--- src/rtl/cbw_pkg.sv ---
// Shared types for the complex sample buffer writer.
package cbw_pkg;
    typedef enum logic {
        LAYOUT_CONTIG = 1'b0,
        LAYOUT_ILV    = 1'b1
    } layout_e;
endpackage

--- src/rtl/cbw_capture.sv ---
// Holds one accepted set of channel pairs and selects the word to write.
// Assumes load is only asserted when the sequencer is idle.
module cbw_capture #(
    parameter int NUM_CH = 4,
    parameter int WORD_W = 16,
    localparam int WPS   = 2 * NUM_CH,
    localparam int K_W   = $clog2(WPS)
) (
    input  logic                     clk,
    input  logic                     rst_n,
    input  logic                     load,
    input  logic [NUM_CH*WORD_W-1:0] in_re,
    input  logic [NUM_CH*WORD_W-1:0] in_im,
    input  logic [K_W-1:0]           word_idx,
    output logic [WORD_W-1:0]        word_out
);
    logic [WORD_W-1:0] hold [WPS];

    for (genvar c = 0; c < NUM_CH; c++) begin : g_ch
        // Latch the real and imaginary word of channel c on acceptance.
        always_ff @(posedge clk) begin
            if (!rst_n) begin
                hold[2*c]   <= '0;
                hold[2*c+1] <= '0;
            end else if (load) begin
                hold[2*c]   <= in_re[c*WORD_W +: WORD_W];
                hold[2*c+1] <= in_im[c*WORD_W +: WORD_W];
            end
        end
    end

    // Real word of a channel sits at an even index, imaginary at the odd one.
    assign word_out = hold[word_idx];
endmodule

--- src/rtl/cbw_seq.sv ---
// Write sequencer: steps through the eight words of a sample and counts
// samples within a chirp. Latches layout and length at sample 0.
module cbw_seq #(
    parameter int NUM_CH = 4,
    parameter int LEN_W  = 8,
    localparam int WPS   = 2 * NUM_CH,
    localparam int K_W   = $clog2(WPS)
) (
    input  logic                 clk,
    input  logic                 rst_n,
    input  logic                 in_valid,
    input  logic                 mode_ilv,
    input  logic [LEN_W-1:0]     chirp_len,
    output logic                 in_ready,
    output logic                 busy,
    output logic [K_W-1:0]       word_idx,
    output logic [LEN_W-1:0]     samp_idx,
    output cbw_pkg::layout_e     layout_q,
    output logic [LEN_W-1:0]     len_q,
    output logic                 frame_done
);
    import cbw_pkg::*;

    logic accept;
    logic last_word;
    logic last_samp;

    assign in_ready  = !busy;
    assign accept    = in_valid && !busy;
    assign last_word = (word_idx == K_W'(WPS - 1));
    assign last_samp = (samp_idx == len_q - LEN_W'(1));

    // Counter, chirp-settings latch and end-of-chirp pulse.
    always_ff @(posedge clk) begin
        if (!rst_n) begin
            busy       <= 1'b0;
            word_idx   <= '0;
            samp_idx   <= '0;
            layout_q   <= LAYOUT_CONTIG;
            len_q      <= LEN_W'(1);
            frame_done <= 1'b0;
        end else begin
            frame_done <= 1'b0;
            if (accept) begin
                busy     <= 1'b1;
                word_idx <= '0;
                if (samp_idx == '0) begin
                    layout_q <= layout_e'(mode_ilv);
                    len_q    <= (chirp_len == '0) ? LEN_W'(1) : chirp_len;
                end
            end else if (busy) begin
                if (last_word) begin
                    busy <= 1'b0;
                    if (last_samp) begin
                        samp_idx   <= '0;
                        frame_done <= 1'b1;
                    end else begin
                        samp_idx <= samp_idx + LEN_W'(1);
                    end
                end else begin
                    word_idx <= word_idx + K_W'(1);
                end
            end
        end
    end

    // the end-of-chirp pulse never lasts two cycles.
    a_r7_done_one_cycle: assert property (@(posedge clk) disable iff (!rst_n)
        frame_done |=> !frame_done);

    // chirp settings do not move while a later sample is being written.
    a_r6_layout_held: assert property (@(posedge clk) disable iff (!rst_n)
        (busy && samp_idx != '0) |-> ($stable(layout_q) && $stable(len_q)));

    // the latched length is never zero.
    a_r9_len_nonzero: assert property (@(posedge clk) disable iff (!rst_n)
        len_q != '0);
endmodule

--- src/rtl/cbw_addr.sv ---
// Address generator for both layouts. Combinational from sequencer state.
// Assumes addresses fit in ADDR_W bits for the largest chirp used.
module cbw_addr #(
    parameter int NUM_CH    = 4,
    parameter int LEN_W     = 8,
    parameter int ADDR_W    = 12,
    parameter int BASE_ADDR = 64,
    localparam int WPS      = 2 * NUM_CH,
    localparam int K_W      = $clog2(WPS)
) (
    input  logic                 clk,
    input  logic                 rst_n,
    input  logic                 busy,
    input  cbw_pkg::layout_e     layout_q,
    input  logic [LEN_W-1:0]     len_q,
    input  logic [LEN_W-1:0]     samp_idx,
    input  logic [K_W-1:0]       word_idx,
    output logic [ADDR_W-1:0]    addr
);
    import cbw_pkg::*;

    logic [ADDR_W-1:0] chan, part, samp, len, ilv_off, ctg_off;

    // Split the word index into channel and real/imaginary part.
    always_comb begin
        chan    = ADDR_W'(word_idx >> 1);
        part    = ADDR_W'(word_idx[0]);
        samp    = ADDR_W'(samp_idx);
        len     = ADDR_W'(len_q);
        ilv_off = samp * ADDR_W'(WPS) + ADDR_W'(word_idx);
        ctg_off = ((chan * len + samp) << 1) + part;
        addr    = ADDR_W'(BASE_ADDR) + ((layout_q == LAYOUT_ILV) ? ilv_off : ctg_off);
    end

    // an imaginary word always goes right after its real word.
    a_r2_imag_after_real: assert property (@(posedge clk) disable iff (!rst_n)
        (busy && word_idx[0]) |-> (addr == $past(addr) + ADDR_W'(1)));
endmodule

--- src/rtl/cplx_buf_writer.sv ---
// Top: accepts four channel pairs per handshake and writes them as eight
// words to a flat memory, interleaved or contiguous by chirp.
module cplx_buf_writer #(
    parameter int NUM_CH    = 4,
    parameter int WORD_W    = 16,
    parameter int LEN_W     = 8,
    parameter int ADDR_W    = 12,
    parameter int BASE_ADDR = 64,
    localparam int WPS      = 2 * NUM_CH,
    localparam int K_W      = $clog2(WPS)
) (
    input  logic                     clk,
    input  logic                     rst_n,
    input  logic                     in_valid,
    output logic                     in_ready,
    input  logic [NUM_CH*WORD_W-1:0] in_re,
    input  logic [NUM_CH*WORD_W-1:0] in_im,
    input  logic                     mode_ilv,
    input  logic [LEN_W-1:0]         chirp_len,
    output logic                     wr_en,
    output logic [ADDR_W-1:0]        wr_addr,
    output logic [WORD_W-1:0]        wr_data,
    output logic                     frame_done
);
    import cbw_pkg::*;

    logic             busy;
    logic [K_W-1:0]   word_idx;
    logic [LEN_W-1:0] samp_idx;
    logic [LEN_W-1:0] len_q;
    layout_e          layout_q;

    cbw_seq #(.NUM_CH(NUM_CH), .LEN_W(LEN_W)) u_seq (
        .clk(clk), .rst_n(rst_n), .in_valid(in_valid), .mode_ilv(mode_ilv),
        .chirp_len(chirp_len), .in_ready(in_ready), .busy(busy),
        .word_idx(word_idx), .samp_idx(samp_idx), .layout_q(layout_q),
        .len_q(len_q), .frame_done(frame_done)
    );

    cbw_capture #(.NUM_CH(NUM_CH), .WORD_W(WORD_W)) u_cap (
        .clk(clk), .rst_n(rst_n), .load(in_valid && in_ready),
        .in_re(in_re), .in_im(in_im), .word_idx(word_idx), .word_out(wr_data)
    );

    cbw_addr #(.NUM_CH(NUM_CH), .LEN_W(LEN_W), .ADDR_W(ADDR_W),
               .BASE_ADDR(BASE_ADDR)) u_addr (
        .clk(clk), .rst_n(rst_n), .busy(busy), .layout_q(layout_q),
        .len_q(len_q), .samp_idx(samp_idx), .word_idx(word_idx), .addr(wr_addr)
    );

    // A write happens in every busy cycle.
    assign wr_en = busy;

    // no new sample is taken while words are going out.
    a_r3_no_accept_writing: assert property (@(posedge clk) disable iff (!rst_n)
        wr_en |-> !in_ready);

    // a write burst only starts after a handshake.
    a_r2_burst_after_accept: assert property (@(posedge clk) disable iff (!rst_n)
        $rose(wr_en) |-> $past(in_valid && in_ready));

    // the end-of-chirp pulse follows a write.
    a_r7_done_after_write: assert property (@(posedge clk) disable iff (!rst_n)
        frame_done |-> $past(wr_en));
endmodule

--- config.mk ---
export PLATFORM = sky130hd
export DESIGN_NAME = cplx_buf_writer
export DESIGN_NICKNAME = d
export VERILOG_FILES = /design/src/rtl/cbw_pkg.sv /design/src/rtl/cbw_capture.sv /design/src/rtl/cbw_seq.sv /design/src/rtl/cbw_addr.sv /design/src/rtl/cplx_buf_writer.sv
export SDC_FILE = /design/constraint.sdc
export NUM_CORES = 1
export LEC_CHECK = 0
export ABC_CLOCK_PERIOD_IN_PS = 7400
export BUFFER_PORTS_ARGS = -buffer_cell sky130_fd_sc_hd__buf_2
export CORE_ASPECT_RATIO = 1.25
export CORE_MARGIN = 2
export CORE_UTILIZATION = 59
export DETAILED_ROUTE_END_ITERATION = 8
export GPL_ROUTABILITY_DRIVEN = 1
export GPL_TIMING_DRIVEN = 1
export PLACE_DENSITY = 0.9
export SYNTH_ARGS = -nofsm -noshare
export SYNTH_HDL_FRONTEND = slang
export SYNTH_SLANG_ARGS = --single-unit
export TNS_END_PERCENT = 10
--- constraint.sdc ---
create_clock -name clk -period 7.4 [get_ports clk]
set_input_delay 0.37 -clock clk [delete_from_list [all_inputs] [get_ports clk]]
set_output_delay 0.37 -clock clk [all_outputs]
set_load 0.03 [all_outputs]
==> flow_summary_export.csv, run 1 <==
group,metric,value,unit
grt,grt_pass1_vias,5719,
yosys,ys_seq_elements,153,
die,die_w,108,um
power_and_ir_drop,p_leak,0.00438,uW
yosys,syn-num-nets,784,
setup_path,max_stage_delay,0.53,ns
grt,antenna_found_initial,1,
run_status,outcome,"finished clean",
flow_run,max_cap_viol_count,0,
placed_design,place_ws,3.25,ns
clock_tree,cts.path.max_buffers,2,
setup_path,end_kind,"output port",
yosys,synth_common_cells,"and3_1, edfxtp_1, clkbuf_1",
yosys,yosysWarnings,0,
yosys,ys.flop_type,"edfxtp_1",
clock_tree,postCtsResizedCells,0,
final_layout,drive_gt1_share,34.2,%
setup_path,crit_type,"reg -> out",
timing,fin_skew,0.00988,ns
grt,track_usage,28.2,%
die,core_area,13200,um^2
die,num_rows,47,
drt,wl_per_cell,21.4,um
yosys,syn_area,7930,um^2
drt,drt_iter0_drc,484,
setup_path,required,7.03,ns
timing,maxSlewViolCount,0,
placed_design,portBuffers,170,
yosys,synth_area_leaders,"edfxtp_1, and3_1, mux4_2",
setup_path,start_kind,"register",
die,floorplan.initialDensity,60.2,%
setup_path,cp_max_fo,12,
clock_tree,cts_tree,"built",
clock_tree,hold_buffers,0,
timing,slew_headroom,26.0,%
yosys,synth-async-reset-ratio,0,%
power_and_ir_drop,ir_drop,0.000145,V
timing,tightest_slew,1.11,ns
clock_tree,cts-buffers-inserted,17,
timing,period_share,62.9,%
yosys,synth_top_area_cell,"edfxtp_1",
placed_design,gp_congestion,0.902,
clock_tree,cts.reportedPaths.clkPinSlew,0.07,ns
placed_design,place_hpwl,13600,um
die,chipHeight,134,um
drt,vias,5886,
yosys,syn_avg_cell_area,12.8,um^2
timing,max_freq,215,MHz
clock_tree,clock_sinks,153,
timing,rsz0062_at_grt,"false",
power_and_ir_drop,powerDensity,223,nW/um^2
setup_path,critPathSlowestCell,"dfxtp_1",
timing,timing.final.ws_setup,2.74,ns
yosys,synth.most_common_cell,"and3_1",
yosys,yosysTopAreaCellShare,48.5,%
setup_path,crit_buf_inv,2,
final_layout,synthToLayoutAreaGrowth,19.0,%
setup_path,cp_data_arrival_time,4.29,ns
drt,vias_per_cell,6.18,
yosys,yosys.cell_types.count,53,
timing,period_needed,4.66,ns
setup_path,path_delay_family,"simple AND/OR/NAND/NOR gates",
min_path,hold_path.class,"in -> reg",
final_layout,nets,930,
clock_tree,postCtsSetupBuffers,0,
grt,grt.overflow.total,0,
grt,grt_pass1_wl,30500,um
yosys,synthCells,621,
setup_path,path_cells,"and2_2, ha_1, inv_1, fa_1, nor2b_1, o31a_1, o21ai_0, nor2b_1, xnor2_1, ha_1, a21oi_1, nand2_1, o21a_1, xor2_1, nor2_1, or3_1, o21ai_1, buf_2",
yosys,synth-seq-area-share,54.8,%
die,dieArea,14400,um^2
drt,finalWirelength,20300,um
drt,dr.pass1.iters,5,
clock_tree,clk_latency,0.42,ns
timing,final-hold-violation-count,0,
timing,finalSetupViolations,0,
clock_tree,htreeDepth,4,
yosys,synth_edf_count,128,
die,io_pins,171,
drt,ant_nets,0,
timing,timing.setup.tns,0,ns
grt,grt_max_degree,140,
clock_tree,cts_root_buffer,"clkbuf_16",
drt,drc_errors,0,
==> final cells by class <==
class	instances	area (um^2)
Antenna cell	1	2.50
Clock buffer	17	425
Clock inverter	15	160
Fill cell	856	3730
Inverter	15	56.3
Multi-Input combinational cell	405	3350
Sequential cell	153	4350
Tap cell	171	214
Timing Repair Buffer	175	888
==> sequential cells by signal, indices dropped and copies added, names as in the netlist, named ones only <==
register          cells
u_cap.hold          128
u_seq.len_q           8
u_seq.samp_idx        8
u_seq.word_idx        3
u_seq.busy            1
u_seq.frame_done      1
u_seq.layout_q        1
==> worst min-delay path: stages <==
cell and delay, ns:
buf_2 0.08, mux2i_1 0.05, nor2_1 0.07
==> cell families (layout without fill, tap and decap cells) <==
family | after synthesis | in the layout | share of synthesized area (%)
AOI/OAI and AO/OA | 53 | 53 | 4.53
other | 0 | 1 | 0
DFF | 153 | 153 | 54.8
and+or+nand+nor | 238 | 238 | 17.2
adders and majority gates | 23 | 23 | 3.82
muxes | 63 | 63 | 13.3
xor gates and xnor gates | 28 | 28 | 3.19
buffers and inverters | 63 | 222 | 3.19
==> path summary, 6_finish.rpt <==
check	end	cells past startpoint	slack (ns)	startpoint
setup / recovery	wr_addr[11]	18	2.74	u_seq.word_idx[2]$_SDFFE_PP0P_
hold / removal	u_seq.layout_q$_SDFFE_PN0P_	3	0.18	mode_ilv
setup reg to reg	u_cap.hold[6][8]$_SDFFCE_PN0P_	4	4.02	u_seq.busy$_SDFF_PN0_
hold reg to reg	u_seq.len_q[0]$_SDFFE_PN1P_	2	0.57	u_seq.len_q[0]$_SDFFE_PN1P_
==> placed cells by master (no fill, tap or decap), types with 7 or more instances in the layout <==
| master | instances |
|---|---|
| a21oi_1 | 12 |
| buf_2 | 170 |
| and3_1 | 135 |
| nor2b_1 | 7 |
| ha_1 | 21 |
| nand2_1 | 18 |
| xnor2_1 | 20 |
| clkbuf_16 | 17 |
| o21ai_0 | 12 |
| mux2i_1 | 13 |
| nor2_1 | 32 |
| dfxtp_1 | 24 |
| xor2_1 | 7 |
| nand3_1 | 8 |
| and2_1 | 12 |
| mux4_2 | 32 |
| mux2_2 | 18 |
| inv_1 | 14 |
| edfxtp_1 | 128 |
==> where the power goes <==
group	internal, uW	switching (uW)	leakage, uW
sequential	998	26.6	0.00158
combinational	102	131	0.00251
clock	477	371	0.000281
==> routing by layer <==
layer  global-route usage [%]  up-vias  wire length [um]
li1                         -     2644                 -
met1                     32.1     2899              7230
met2                     50.2      293             10700
met3                     6.31       50              1590
met4                     12.3        0               770
met5                        0        -                 0
==> through the flow <==
stage	area [um^2]	hold WS, ns	utilization, %	power (uW)	cells
final	9440	0.182	71.7	2110	952
after global placement	8850	0.556	67.2	1250	919
after detailed placement	8850	0.565	67.2	1270	919
after floorplan	7930	0.514	-	1180	621
after CTS	9440	0.181	71.7	2110	951
after global routing	9440	0.208	71.7	2160	952
Power figures use the tool's default switching activity.
==> run 2: changes to the inputs <==
--- a/config.mk
+++ b/config.mk
@@ -5,15 +5,15 @@
 export SDC_FILE = /design/constraint.sdc
 export NUM_CORES = 1
 export LEC_CHECK = 0
-export ABC_CLOCK_PERIOD_IN_PS = 7400
+export ABC_CLOCK_PERIOD_IN_PS = 4300
 export BUFFER_PORTS_ARGS = -buffer_cell sky130_fd_sc_hd__buf_2
 export CORE_ASPECT_RATIO = 1.25
 export CORE_MARGIN = 2
-export CORE_UTILIZATION = 59
+export CORE_UTILIZATION = 55
 export DETAILED_ROUTE_END_ITERATION = 8
 export GPL_ROUTABILITY_DRIVEN = 1
 export GPL_TIMING_DRIVEN = 1
-export PLACE_DENSITY = 0.9
+export PLACE_DENSITY = 0.85
 export SYNTH_ARGS = -nofsm -noshare
 export SYNTH_HDL_FRONTEND = slang
 export SYNTH_SLANG_ARGS = --single-unit
==> constraint.sdc (replaced) <==
create_clock -name clk -period 4.3 [get_ports clk]
set_input_delay 0.215 -clock clk [delete_from_list [all_inputs] [get_ports clk]]
set_output_delay 0.215 -clock clk [all_outputs]
set_load 0.03 [all_outputs]
==> run 2 against run 1 <==
Effect of this change: clock power is 73% higher; first-iteration DRC count up 2.7%; cell count is 1.6% higher; largest power group unchanged.
==> flow_summary_export.csv, run 2 (synthesis gave the netlist of run 1 again) <==
group,metric,value,unit
run_status,outcome,"finished clean",
setup_path,r2r_end,"u_seq.len_q[1]$_SDFFE_PN0P_",
timing,max_freq,243,MHz
setup_path,start_kind,"register",
die,chipHeight,138,um
final_layout,drive_gt1_share,37.0,%
setup_path,crit_path_end,"wr_addr[11]",
die,num_rows,49,
clock_tree,clock_sinks,153,
timing,maxSlewViolCount,0,
final_layout,antennaDiodeCount,0,
placed_design,placed_area,8880,um^2
final_layout,largest_reg_flops,128,
timing,finalSetupViolations,0,
power_and_ir_drop,ir_drop,0.000251,V
clock_tree,clk_latency,0.42,ns
grt,track_usage,24.9,%
setup_path,path_cells,"buf_4, nand2_1, inv_1, ha_1, a211oi_4, o21ai_0, xor2_1, ha_2, a21o_1, nand2_2, mux2i_1, a211oi_2, nand3_1, or3_1, o21ai_2, buf_6",
min_path,hold_path.class,"in -> reg",
setup_path,r2r_cells,5,
timing,period_share,95.7,%
final_layout,regMostFlops,"u_cap.hold",
grt,grt_pass1_vias,5888,
placed_design,portBuffers,170,
die,die_w,111,um
drt,drc_errors,0,
setup_path,crit_type,"reg -> out",
timing,tightest_slew,1.02,ns
grt,grt_max_degree,130,
min_path,worstHoldStart,"mode_ilv",
setup_path,max_stage_delay,0.42,ns
drt,vias_per_cell,5.97,
clock_tree,cts_root_buffer,"clkbuf_16",
power_and_ir_drop,p_leak,0.00443,uW
setup_path,rr_startpoint,"u_seq.busy$_SDFF_PN0_",
placed_design,place_hpwl,13400,um
power_and_ir_drop,powerDensity,378,nW/um^2
clock_tree,cts.reportedPaths.clkPinSlew,0.06,ns
final_layout,top_regs,"u_cap.hold (128), u_seq.len_q (8), u_seq.samp_idx (8)",
drt,vias,5776,
setup_path,cp.depth,16,
flow_run,max_cap_viol_count,0,
final_layout,synthToLayoutAreaGrowth,21.0,%
power_and_ir_drop,power,3620,uW
setup_path,end_kind,"output port",
drt,finalWirelength,19500,um
final_layout,nets,939,
grt,grt.overflow.total,0,
final_layout,layout_commonest_cell,"buf_2",
final_layout,fillers,1033,
clock_tree,htreeDepth,4,
drt,ant_nets,0,
setup_path,required,4.09,ns
setup_path,crit_start,"u_seq.word_idx[2]$_SDFFE_PP0P_",
drt,drt_iter0_drc,497,
drt,dr.pass1.iters,6,
drt,wl_per_cell,20.2,um
grt,grt_pass1_wl,30000,um
setup_path,path_delay_family,"compound AO/OA/AOI/OAI gates",
setup_path,cp_max_fo,11,
final_layout,final_cell_mix,"buf_2, and3_1, edfxtp_1",
die,floorplan.initialDensity,55.8,%
final_layout,design_area,9600,um^2
setup_path,critPathSlowestCell,"or3_1",
die,core_area,14200,um^2
final_layout,post-route-util,67.5,%
timing,final-hold-violation-count,0,
clock_tree,cts_tree,"built",
timing,fin_skew,0.0167,ns
grt,antenna_found_initial,0,
setup_path,cp_data_arrival_time,3.90,ns
clock_tree,cts-buffers-inserted,17,
die,dieArea,15400,um^2
setup_path,crit_buf_inv,3,
die,io_pins,171,
timing,holdWs,0.0329,ns
timing,slew_headroom,32.1,%
timing,period_needed,4.12,ns
setup_path,r2r_slack,1.72,ns
placed_design,gp_congestion,0.802,
clock_tree,cts.path.max_buffers,2,
[run 2: cell types whose count changed in the layout (fill, tap and decap cells not counted), moves of 3 or more]
cell / change
ha_1: -4
buf_4: +7
ha_2: +3
dfxtp_4: +3
dfxtp_1: -4
[run 2: report_power, final]
group,total [uW],switching [uW],leakage [uW],internal (uW)
Combinational,397,216,0.00256,181
Clock,1470,644,0.000280,822
Sequential,1760,46.8,0.00159,1710
Total,3620,906,0.00443,2720
[run 2: routing by layer]
metal | track usage (%) | routed length [um] | vias to the layer above
met5 | 0 | 0 | -
met4 | 8.51 | 494 | 0
met3 | 4.34 | 1080 | 40
met2 | 45.4 | 10600 | 244
met1 | 29.8 | 7360 | 2832
li1 | - | - | 2660
[run 2: cell type report]
cell class	instances	area, um^2	area share [%]
repair buffers	184	972	10.1
well taps	178	223	2.32
flip-flops and latches	153	4360	45.4
clock inverters	14	151	1.58
clock buffers	18	429	4.47
inverters	15	56.3	0.587
multi-input cells	405	3410	35.5
[run 2: worst min-delay path by stage]
stage	slack [ns]	end	depth (start not counted)
floorplan	0.36	u_seq.layout_q$_SDFFE_PN0P_	2
global placement	0.45	u_seq.layout_q$_SDFFE_PN0P_	3
detailed placement	0.46	u_seq.layout_q$_SDFFE_PN0P_	3
CTS	0.03	u_seq.layout_q$_SDFFE_PN0P_	3
global route	0.05	u_seq.len_q[2]$_SDFFE_PN0P_	3
finish	0.03	u_seq.layout_q$_SDFFE_PN0P_	3
[run 2: tightest hold or removal path, delay by kind of cell]
| family | cells | cell delay [ns] |
|---|---|---|
| muxes | 1 | 0.05 |
| buffers and inverters | 1 | 0.08 |
| and+or+nand+nor | 1 | 0.07 |
[run 2: repair_timing]
action,CTS,global route
pin swaps,0,7
hold buffers,0,0
setup endpoints to repair,2,4
gates resized for setup,2,22
buffers inserted,0,9
[run 2: through the flow]
stage	setup TNS [ns]	worst slack [ns]	instances
2_1_floorplan	0	0.406	621
3_3_place_gp	0	0.457	926
3_5_place_dp	0	0.380	926
4_1_cts	0	0.0262	958
5_1_grt	-0.0384	-0.0348	967
6_report	0	0.185	967
